===== src/rtl/pdt_pkg.sv =====
package pdt_pkg;
  typedef enum logic [1:0] {
    ADDR_COUNT  = 2'd0,
    ADDR_PERIOD = 2'd1,
    ADDR_CTRL   = 2'd2,
    ADDR_NONE   = 2'd3
  } pdt_addr_e;

  localparam int unsigned AUX_W = 2;
endpackage


===== src/rtl/pdt_prescale.sv =====
module pdt_prescale #(
  parameter int unsigned PW = 4
) (
  input  logic          clk,
  input  logic          rst_n,
  input  logic          run,
  input  logic          load,
  input  logic [PW-1:0] load_val,
  input  logic [PW-1:0] ratio,
  output logic [PW-1:0] pre_q,
  output logic          wrap
);
  // one prescale step: wrap to the ratio from zero, otherwise count down
  function automatic logic [PW-1:0] pre_next(input logic [PW-1:0] cur,
                                              input logic [PW-1:0] rl);
    return (cur == '0) ? rl : cur - 1'b1;
  endfunction

  assign wrap = run && (pre_q == '0);

  always_ff @(posedge clk) begin
    if (!rst_n)    pre_q <= '1;
    else if (load) pre_q <= load_val;
    else if (run)  pre_q <= pre_next(pre_q, ratio);
  end

  a_r2_pre_step: assert property (@(posedge clk) disable iff (!rst_n)
    (run && !load && pre_q != '0) |=> (pre_q == $past(pre_q) - 1'b1));

  a_r5_pre_frozen: assert property (@(posedge clk) disable iff (!rst_n)
    (!run && !load) |=> $stable(pre_q));
endmodule


===== src/rtl/pdt_count.sv =====
module pdt_count #(
  parameter int unsigned CW = 16
) (
  input  logic          clk,
  input  logic          rst_n,
  input  logic          wrap,
  input  logic          load,
  input  logic          wr,
  input  logic [CW-1:0] wr_val,
  input  logic [CW-1:0] period,
  output logic [CW-1:0] cnt_q,
  output logic          expire
);
  assign expire = wrap && (cnt_q == '0);

  always_ff @(posedge clk) begin
    if (!rst_n)      cnt_q <= '1;
    else if (wr)     cnt_q <= wr_val;
    else if (load)   cnt_q <= period;
    else if (expire) cnt_q <= period;
    else if (wrap)   cnt_q <= cnt_q - 1'b1;
  end

  a_r2_cnt_step: assert property (@(posedge clk) disable iff (!rst_n)
    (wrap && !expire && !wr && !load) |=> (cnt_q == $past(cnt_q) - 1'b1));

  a_r3_refill_on_expire: assert property (@(posedge clk) disable iff (!rst_n)
    (expire && !wr && !load) |=> (cnt_q == $past(period)));

  a_r8_direct_write: assert property (@(posedge clk) disable iff (!rst_n)
    wr |=> (cnt_q == $past(wr_val)));
endmodule


===== src/rtl/pdt_regs.sv =====
module pdt_regs
  import pdt_pkg::*;
#(
  parameter int unsigned CW = 16,
  parameter int unsigned PW = 4
) (
  input  logic          clk,
  input  logic          rst_n,
  input  logic          sel,
  input  logic          wr,
  input  logic [1:0]    addr,
  input  logic [CW-1:0] wdata,
  input  logic [CW-1:0] cnt_q,
  input  logic [PW-1:0] pre_q,
  output logic [CW-1:0] rdata,
  output logic [CW-1:0] period_q,
  output logic [PW-1:0] ratio_q,
  output logic          halt_q,
  output logic          reload_stb,
  output logic [PW-1:0] reload_ratio,
  output logic          cnt_wr
);
  localparam int unsigned HALT_BIT = PW;
  localparam int unsigned RLD_BIT  = PW + 1;
  localparam int unsigned PRE_LSB  = PW + 2;
  localparam int unsigned AUX_LSB  = 2 * PW + 2;

  logic [AUX_W-1:0] aux_q;
  logic             wr_ctrl;
  logic             wr_per;

  assign wr_ctrl      = sel && wr && (addr == ADDR_CTRL);
  assign wr_per       = sel && wr && (addr == ADDR_PERIOD);
  assign cnt_wr       = sel && wr && (addr == ADDR_COUNT);
  assign reload_stb   = wr_ctrl && wdata[RLD_BIT];
  assign reload_ratio = wdata[PW-1:0];

  always_ff @(posedge clk) begin
    if (!rst_n) begin
      period_q <= '1;
      ratio_q  <= '1;
      halt_q   <= 1'b0;
      aux_q    <= '0;
    end else begin
      if (wr_per) period_q <= wdata;
      if (wr_ctrl) begin
        ratio_q <= wdata[PW-1:0];
        halt_q  <= wdata[HALT_BIT];
        aux_q   <= wdata[AUX_LSB +: AUX_W];
      end
    end
  end

  always_comb begin
    rdata = '0;
    case (addr)
      ADDR_COUNT:  rdata = cnt_q;
      ADDR_PERIOD: rdata = period_q;
      ADDR_CTRL: begin
        rdata[PW-1:0]            = ratio_q;
        rdata[HALT_BIT]          = halt_q;
        rdata[PRE_LSB +: PW]     = pre_q;
        rdata[AUX_LSB +: AUX_W]  = aux_q;
      end
      default: rdata = '0;
    endcase
  end
endmodule


===== src/rtl/pdt_timer.sv =====
module pdt_timer #(
  parameter int unsigned CNT_W = 16,
  parameter int unsigned PRE_W = 4
) (
  input  logic             clk,
  input  logic             rst_n,
  input  logic             bus_sel,
  input  logic             bus_wr,
  input  logic [1:0]       bus_addr,
  input  logic [CNT_W-1:0] bus_wdata,
  output logic [CNT_W-1:0] bus_rdata,
  output logic             irq_o,
  output logic             tout_o
);
  logic [CNT_W-1:0] cnt_q;
  logic [CNT_W-1:0] period_q;
  logic [PRE_W-1:0] pre_q;
  logic [PRE_W-1:0] ratio_q;
  logic [PRE_W-1:0] reload_ratio;
  logic             halt_q;
  logic             reload_stb;
  logic             cnt_wr;
  logic             run;
  logic             wrap;
  logic             expire;

  assign run = !halt_q;

  pdt_regs #(.CW(CNT_W), .PW(PRE_W)) u_regs (
    .clk          (clk),
    .rst_n        (rst_n),
    .sel          (bus_sel),
    .wr           (bus_wr),
    .addr         (bus_addr),
    .wdata        (bus_wdata),
    .cnt_q        (cnt_q),
    .pre_q        (pre_q),
    .rdata        (bus_rdata),
    .period_q     (period_q),
    .ratio_q      (ratio_q),
    .halt_q       (halt_q),
    .reload_stb   (reload_stb),
    .reload_ratio (reload_ratio),
    .cnt_wr       (cnt_wr)
  );

  pdt_prescale #(.PW(PRE_W)) u_pre (
    .clk      (clk),
    .rst_n    (rst_n),
    .run      (run),
    .load     (reload_stb),
    .load_val (reload_ratio),
    .ratio    (ratio_q),
    .pre_q    (pre_q),
    .wrap     (wrap)
  );

  pdt_count #(.CW(CNT_W)) u_cnt (
    .clk    (clk),
    .rst_n  (rst_n),
    .wrap   (wrap),
    .load   (reload_stb),
    .wr     (cnt_wr),
    .wr_val (bus_wdata),
    .period (period_q),
    .cnt_q  (cnt_q),
    .expire (expire)
  );

  always_ff @(posedge clk) begin
    if (!rst_n) begin
      irq_o  <= 1'b0;
      tout_o <= 1'b0;
    end else begin
      irq_o  <= expire;
      tout_o <= expire;
    end
  end

  a_r3_pulse_after_zero: assert property (@(posedge clk) disable iff (!rst_n)
    irq_o |-> ($past(pre_q) == '0 && $past(cnt_q) == '0));

  a_r5_no_pulse_halted: assert property (@(posedge clk) disable iff (!rst_n)
    $past(halt_q) |-> (!irq_o && !tout_o));
endmodule


===== config.mk =====
export PLATFORM = sky130hd
export DESIGN_NAME = pdt_timer
export DESIGN_NICKNAME = d
export VERILOG_FILES = /design/src/rtl/pdt_pkg.sv /design/src/rtl/pdt_prescale.sv /design/src/rtl/pdt_count.sv /design/src/rtl/pdt_regs.sv /design/src/rtl/pdt_timer.sv
export SDC_FILE = /design/constraint.sdc
export NUM_CORES = 1
export LEC_CHECK = 0
export ABC_AREA = 1
export BUFFER_PORTS_ARGS = -buffer_cell sky130_fd_sc_hd__clkbuf_2
export CORE_MARGIN = 3
export CORE_UTILIZATION = 25
export DETAILED_ROUTE_END_ITERATION = 12
export PLACE_DENSITY_LB_ADDON = 0.3
export SLEW_MARGIN = 5
export SYNTH_ARGS = -nofsm -noshare
export SYNTH_HDL_FRONTEND = slang
export SYNTH_SLANG_ARGS = --single-unit

===== constraint.sdc =====
create_clock -name clk -period 1.7 [get_ports clk]
set_clock_uncertainty 0.2 [all_clocks]
set_input_delay 0.17 -clock clk [delete_from_list [all_inputs] [get_ports clk]]
set_output_delay 0.17 -clock clk [all_outputs]
set_load 0.02 [all_outputs]

# Yosys cells after proc, flatten, opt, wreduce, memory -nomap -nowiden
# Cells that the tools add are included.
[totals]
regBits = 44
output_inout_bits = 18
word_cells = 35
[op_classes]
add_sub_neg = 2
n_eq_ne = 3
muxes = 11
n_reduce_logical = 12
[op_table]
columns = ["operator", "count"]
rows = [
  ["16-bit two-way mux", 4],
  ["6-bit one-hot mux with 3 select lines", 1],
  ["16-bit logical NOT", 1],
  ["16-bit by 1-bit subtractor with 16-bit output, second input constant", 1],
  ["5-bit one-hot mux with 3 select lines", 1],
  ["4-bit two-way mux", 3],
  ["4-bit one-hot mux with 2 select lines", 1],
  ["1-bit logical AND", 7],
  ["4-bit logical NOT", 1],
  ["4-bit nonzero test", 1],
  ["4-bit by 1-bit subtractor with 4-bit output, second input constant", 1],
  ["2-bit by 1-bit == test with 1-bit output, second input constant", 1],
  ["2-bit == test, second input constant", 1],
  ["2-bit logical NOT", 1],
  ["2-bit != test, second input constant", 1],
  ["1-bit one-hot mux with 2 select lines", 1],
  ["1-bit logical NOT", 1],
]

# Depth between registers and ports, before layout
[logic_depth]
ltp_word = 6
mapped_depth = 11

# Cells and area by module
# Synthesis repeated with hierarchy kept, for this count alone.
[unflattened]
hier_cells = 501
area_unflattened_um2 = 2952.8
[modules_own_cells]
columns = ["module", "n_inst", "cells_per_inst", "area_each_um2"]
rows = [
  ["pdt_count", 1, 266, 1478.9],
  ["pdt_regs", 1, 184, 1149.9],
  ["pdt_prescale", 1, 46, 285.3],
  ["pdt_timer", 1, 5, 38.8],
]

# Worst setup path before layout
# OpenSTA, ideal clock, no wires.
[synth_path]
kind = "reg-to-reg"
start = "register u_pre.pre_q[0]"
end = "register u_cnt.cnt_q[7]"
setup_ns = 0.120
t_arrival_ns = 1.427
setup_slack_ns = -0.047
stages_incl_launch_ff = 11
n_path_buf = 1
synth_period_minus_slack_ns = 1.747
cell_sequence = "dfxtp_1 -> inv_1 -> ha_1 -> nand3_4 -> nor2_4 -> nand3_2 -> nand2_2 -> buf_4 -> nand2_1 -> o211ai_1 -> nand2_1"
[synth_between]
elab_chain_cells = 6
[synth_rtl]
columns = ["item", "line_no", "text"]
rows = [
  ["start: declaration", "pdt_prescale.sv:10", "output logic [PW-1:0] pre_q,"],
  ["start signal: assignment", "pdt_prescale.sv:23", "else if (load) pre_q <= load_val;"],
  ["start signal: assignment", "pdt_prescale.sv:24", "else if (run) pre_q <= pre_next(pre_q, ratio);"],
  ["4-bit logical NOT *", "pdt_prescale.sv:19", "assign wrap = run && (pre_q == '0);"],
  ["1-bit logical AND *", "pdt_prescale.sv:19", ""],
  ["1-bit logical AND", "pdt_count.sv:14", "assign expire = wrap && (cnt_q == '0);"],
  ["16-bit two-way mux", "pdt_count.sv:20", "else if (expire) cnt_q <= period;"],
  ["16-bit two-way mux", "pdt_count.sv:19", "else if (load) cnt_q <= period;"],
  ["16-bit two-way mux", "pdt_count.sv:18", "else if (wr) cnt_q <= wr_val;"],
  ["end signal: assignment", "pdt_count.sv:18", ""],
  ["end signal: assignment", "pdt_count.sv:19", ""],
  ["end signal: assignment", "pdt_count.sv:20", ""],
  ["end: declaration", "pdt_count.sv:11", "output logic [CW-1:0] cnt_q,"],
]
# Mark *: on every way between the ends. The rest lies on a longest branch, timed or not.
# A chain may end at the register's enable or synchronous reset.

# Worst setup path after layout
[layout_path]
start = "register u_pre.pre_q[1]"
end = "register u_cnt.cnt_q[3]"
# The elaborated chain is that of the path after synthesis.

==> qor.csv <==
metric,value,unit
clock buffer depth,2,
DRT Pass-1 Iters,4,
Sink Count,44,
final core occ,0.350,
Worst Path Required,1.68,ns
HP Class,in2reg,
largest area contributor in the netlist,dfxtp_1,
first-pass GRT wire length,14700,um
Post-synth top flop,dfxtp_1,
area of the die,12900,sq um
relative slew slack,0.762,
reg-to-reg startpoint,u_pre.pre_q[1],
crit start category,register,
post-DP HPWL,7010,um
maximum VDD drop,0.000390,V
min-delay src,rst_n,
post-route ant nets,0,
Ports,40,
R2R Setup Slk,0.004,ns
outcome,"finished, final reports clean",
ant diodes,0,
hold path depth,3,
clk_lat worst skew,0.29,ns
"flops & latches, synth",44,
Leak,0.00194,uW
largest fanout on the critical path,7,
final worst setup slack,0.00352,ns
H-tree levels,2,
via count,2977,
CTS buffer count,5,
GR Layer Usage met3,0.0233,
Synthesized Nets,444,
hold_ws,0.0869,ns
share of layout cells above drive strength 1,0.296,
CP endpoint kind,register,
maxcap violations,0,
core area,11100,sq um
fmax,589,MHz
"FFs w/ async S/R, synth",0,
Cells after Synth,418,
GR Layer Usage met2,0.232,
root buf cell,clkbuf_16,
RR Endpoint,u_cnt.cnt_q[3],
top-count cell post-synth,nand2_1,
Total Routing Usage GR,0.142,
area share of the largest cell type after synthesis,0.303,
Cell variety after synth,36,
Final Cycle Share,0.998,
power density cells,701,nW/um^2
routed length per instance,14.4,um
Synth Cell Area,2900,sq um
"Seq/Total Area, Yosys",0.303,
number of synthesized flops with an enable pin,0,
Final Wtd Congestion,0.869,
YS warnings,0,
Die Wd,114,um
# DRC,0,
clock slew at reported path FFs,0.06,ns
ranking of synthesized cells by area,"dfxtp_1 30%, nand2_1 16%, inv_1 5.8%",
initial core utilization,0.262,
IO buf count,39,
Routed WL,9210,um
1st-iter DRT viols,159,
row count,38,
routed vias/inst,4.65,
Slew @ Worst Pin,0.356,ns
GR peak layer,met2,
FILL cells,1203,
final critical-path required period,1.70,ns
die height,114,um
R2R depth,10,
CTS tree,built,
fin. max-slew vios,0,
vias in the first global route,2878,
Post-synth top cells,"125 x nand2_1, 45 x inv_1, 44 x dfxtp_1",
Place WS,-0.0240,ns
setup violators final,0,
gr ovfl total,0,
Avg Inst Size Synth,6.95,sq um
hold-critical path endpoint,u_regs.ratio_q[0],
endpoints failing hold,0,
M1 GR Usage,0.195,
RSZ-0062 raised after global routing,yes,
largest net degree at the start of global routing,45,
Total Nets Final,525,
P&R area growth vs syn,33.6,%
CP Data Arrival Time,1.67,ns
initial antenna violation count,0,
Setup CP Type,reg2reg,
[cells in the final DEF, fill, tap and decap left out, types with 4 or more instances in the layout]
master         Yosys  final
inv_1             45     42
xor2_1            10     10
o221ai_1           9      9
a21oi_1            6      6
a21oi_2            5      5
o21ai_0           14     11
buf_12             0      4
nor2_4             4      4
clkbuf_2           0     39
o21ai_2            8      9
o211ai_1          22     22
nand3_1           29     27
nor2_8             4      4
nor2_2             3      6
dlygate4sd3_1      0     15
nand2_4            5      7
nand2_1          125    122
dfxtp_2            0      4
clkbuf_16          0      6
inv_2             12     14
buf_4              2     30
o21ai_1           14     16
nor2_1            24     21
dfxtp_1           44     40
[per-layer routing]
layer,share of wire,up-vias
met1,0.47,1375
met3,0.048,9
li1,-,1524
met5,0,-
met2,0.47,69
met4,0.012,0
[cell families after synthesis]
| logic type | Yosys count | synth area share |
|---|---|---|
| compound gates | 84 | 0.203 |
| xor+xnor | 10 | 0.0302 |
| fa+ha+maj | 4 | 0.0172 |
| buf+inv | 75 | 0.111 |
| flops | 44 | 0.303 |
| simple gates | 201 | 0.335 |
[cell type report]
| type | count | area [sq um] | share of cell area |
|---|---|---|---|
| flip-flops and latches | 44 | 886 | 0.228 |
| clock buffers | 6 | 139 | 0.0358 |
| clock inverters | 2 | 10.0 | 0.00258 |
| multi-input cells | 299 | 1760 | 0.453 |
| well taps | 140 | 175 | 0.0451 |
| repair buffers | 90 | 687 | 0.177 |
| inverters | 59 | 226 | 0.0583 |
[flip-flops by register name, indices dropped and copies added (netlist names)]
signal,flops
u_regs.ratio_q,4
u_cnt.cnt_q,16
u_regs.period_q,16
tout_o,1
u_regs.aux_q,2
u_pre.pre_q,4
u_regs.halt_q,1
[per-stage QoR]
stage	cells	total power (uW)	setup TNS (ns)	instance area, sq um
after floorplan	418	1470	0	2910
final	640	2720	0	3880
after global placement	615	1680	-0.000205	3480
after CTS	638	2720	0	3790
after global routing	640	2840	-0.865	3880
after detailed placement	615	1680	-0.137	3480
[worst max-delay path, cell delays in order (launching register included)]
cell and delay [ns]:
dfxtp_1 0.31, inv_2 0.08, ha_4 0.14, nand3_4 0.08
nor2_4 0.17, nand3_2 0.12, nand2_4 0.15, buf_12 0.13
nand2_1 0.04, o211ai_1 0.09, nand2_1 0.07
[what timing repair did]
| item | 4_1_cts | 5_1_grt |
|---|---|---|
| pin swaps | 1 | 7 |
| endpoints found under the hold margin | 30 | 0 |
| cloned | 0 | 1 |
| hold buffers | 15 | 0 |
| endpoints found under the setup margin | 11 | 19 |
| setup buffers | 0 | 1 |
| resized for setup | 3 | 20 |
[power breakdown]
part	total [uW]	switching, uW	internal [uW]	leakage (uW)
combinational	586	352	234	0.00150
clock	1010	433	581	0.0000766
sequential	1120	38.9	1080	0.000359
total	2720	823	1900	0.00194
[worst max-delay path by stage]
| stage | from | end | cells after the start | slack [ns] |
|---|---|---|---|---|
| floorplan | u_pre.pre_q[0] | u_cnt.cnt_q[3] | 10 | 0.0001 |
| global placement | u_cnt.cnt_q[4] | u_cnt.cnt_q[7] | 9 | -0.0002 |
| detailed placement | u_pre.pre_q[0] | u_cnt.cnt_q[0] | 10 | -0.02 |
| CTS | u_pre.pre_q[0] | u_cnt.cnt_q[7] | 10 | 0.004 |
| global route | u_pre.pre_q[0] | u_cnt.cnt_q[6] | 11 | -0.09 |
| finish | u_pre.pre_q[1] | u_cnt.cnt_q[3] | 10 | 0.004 |
Power figures use the tool's default switching activity.
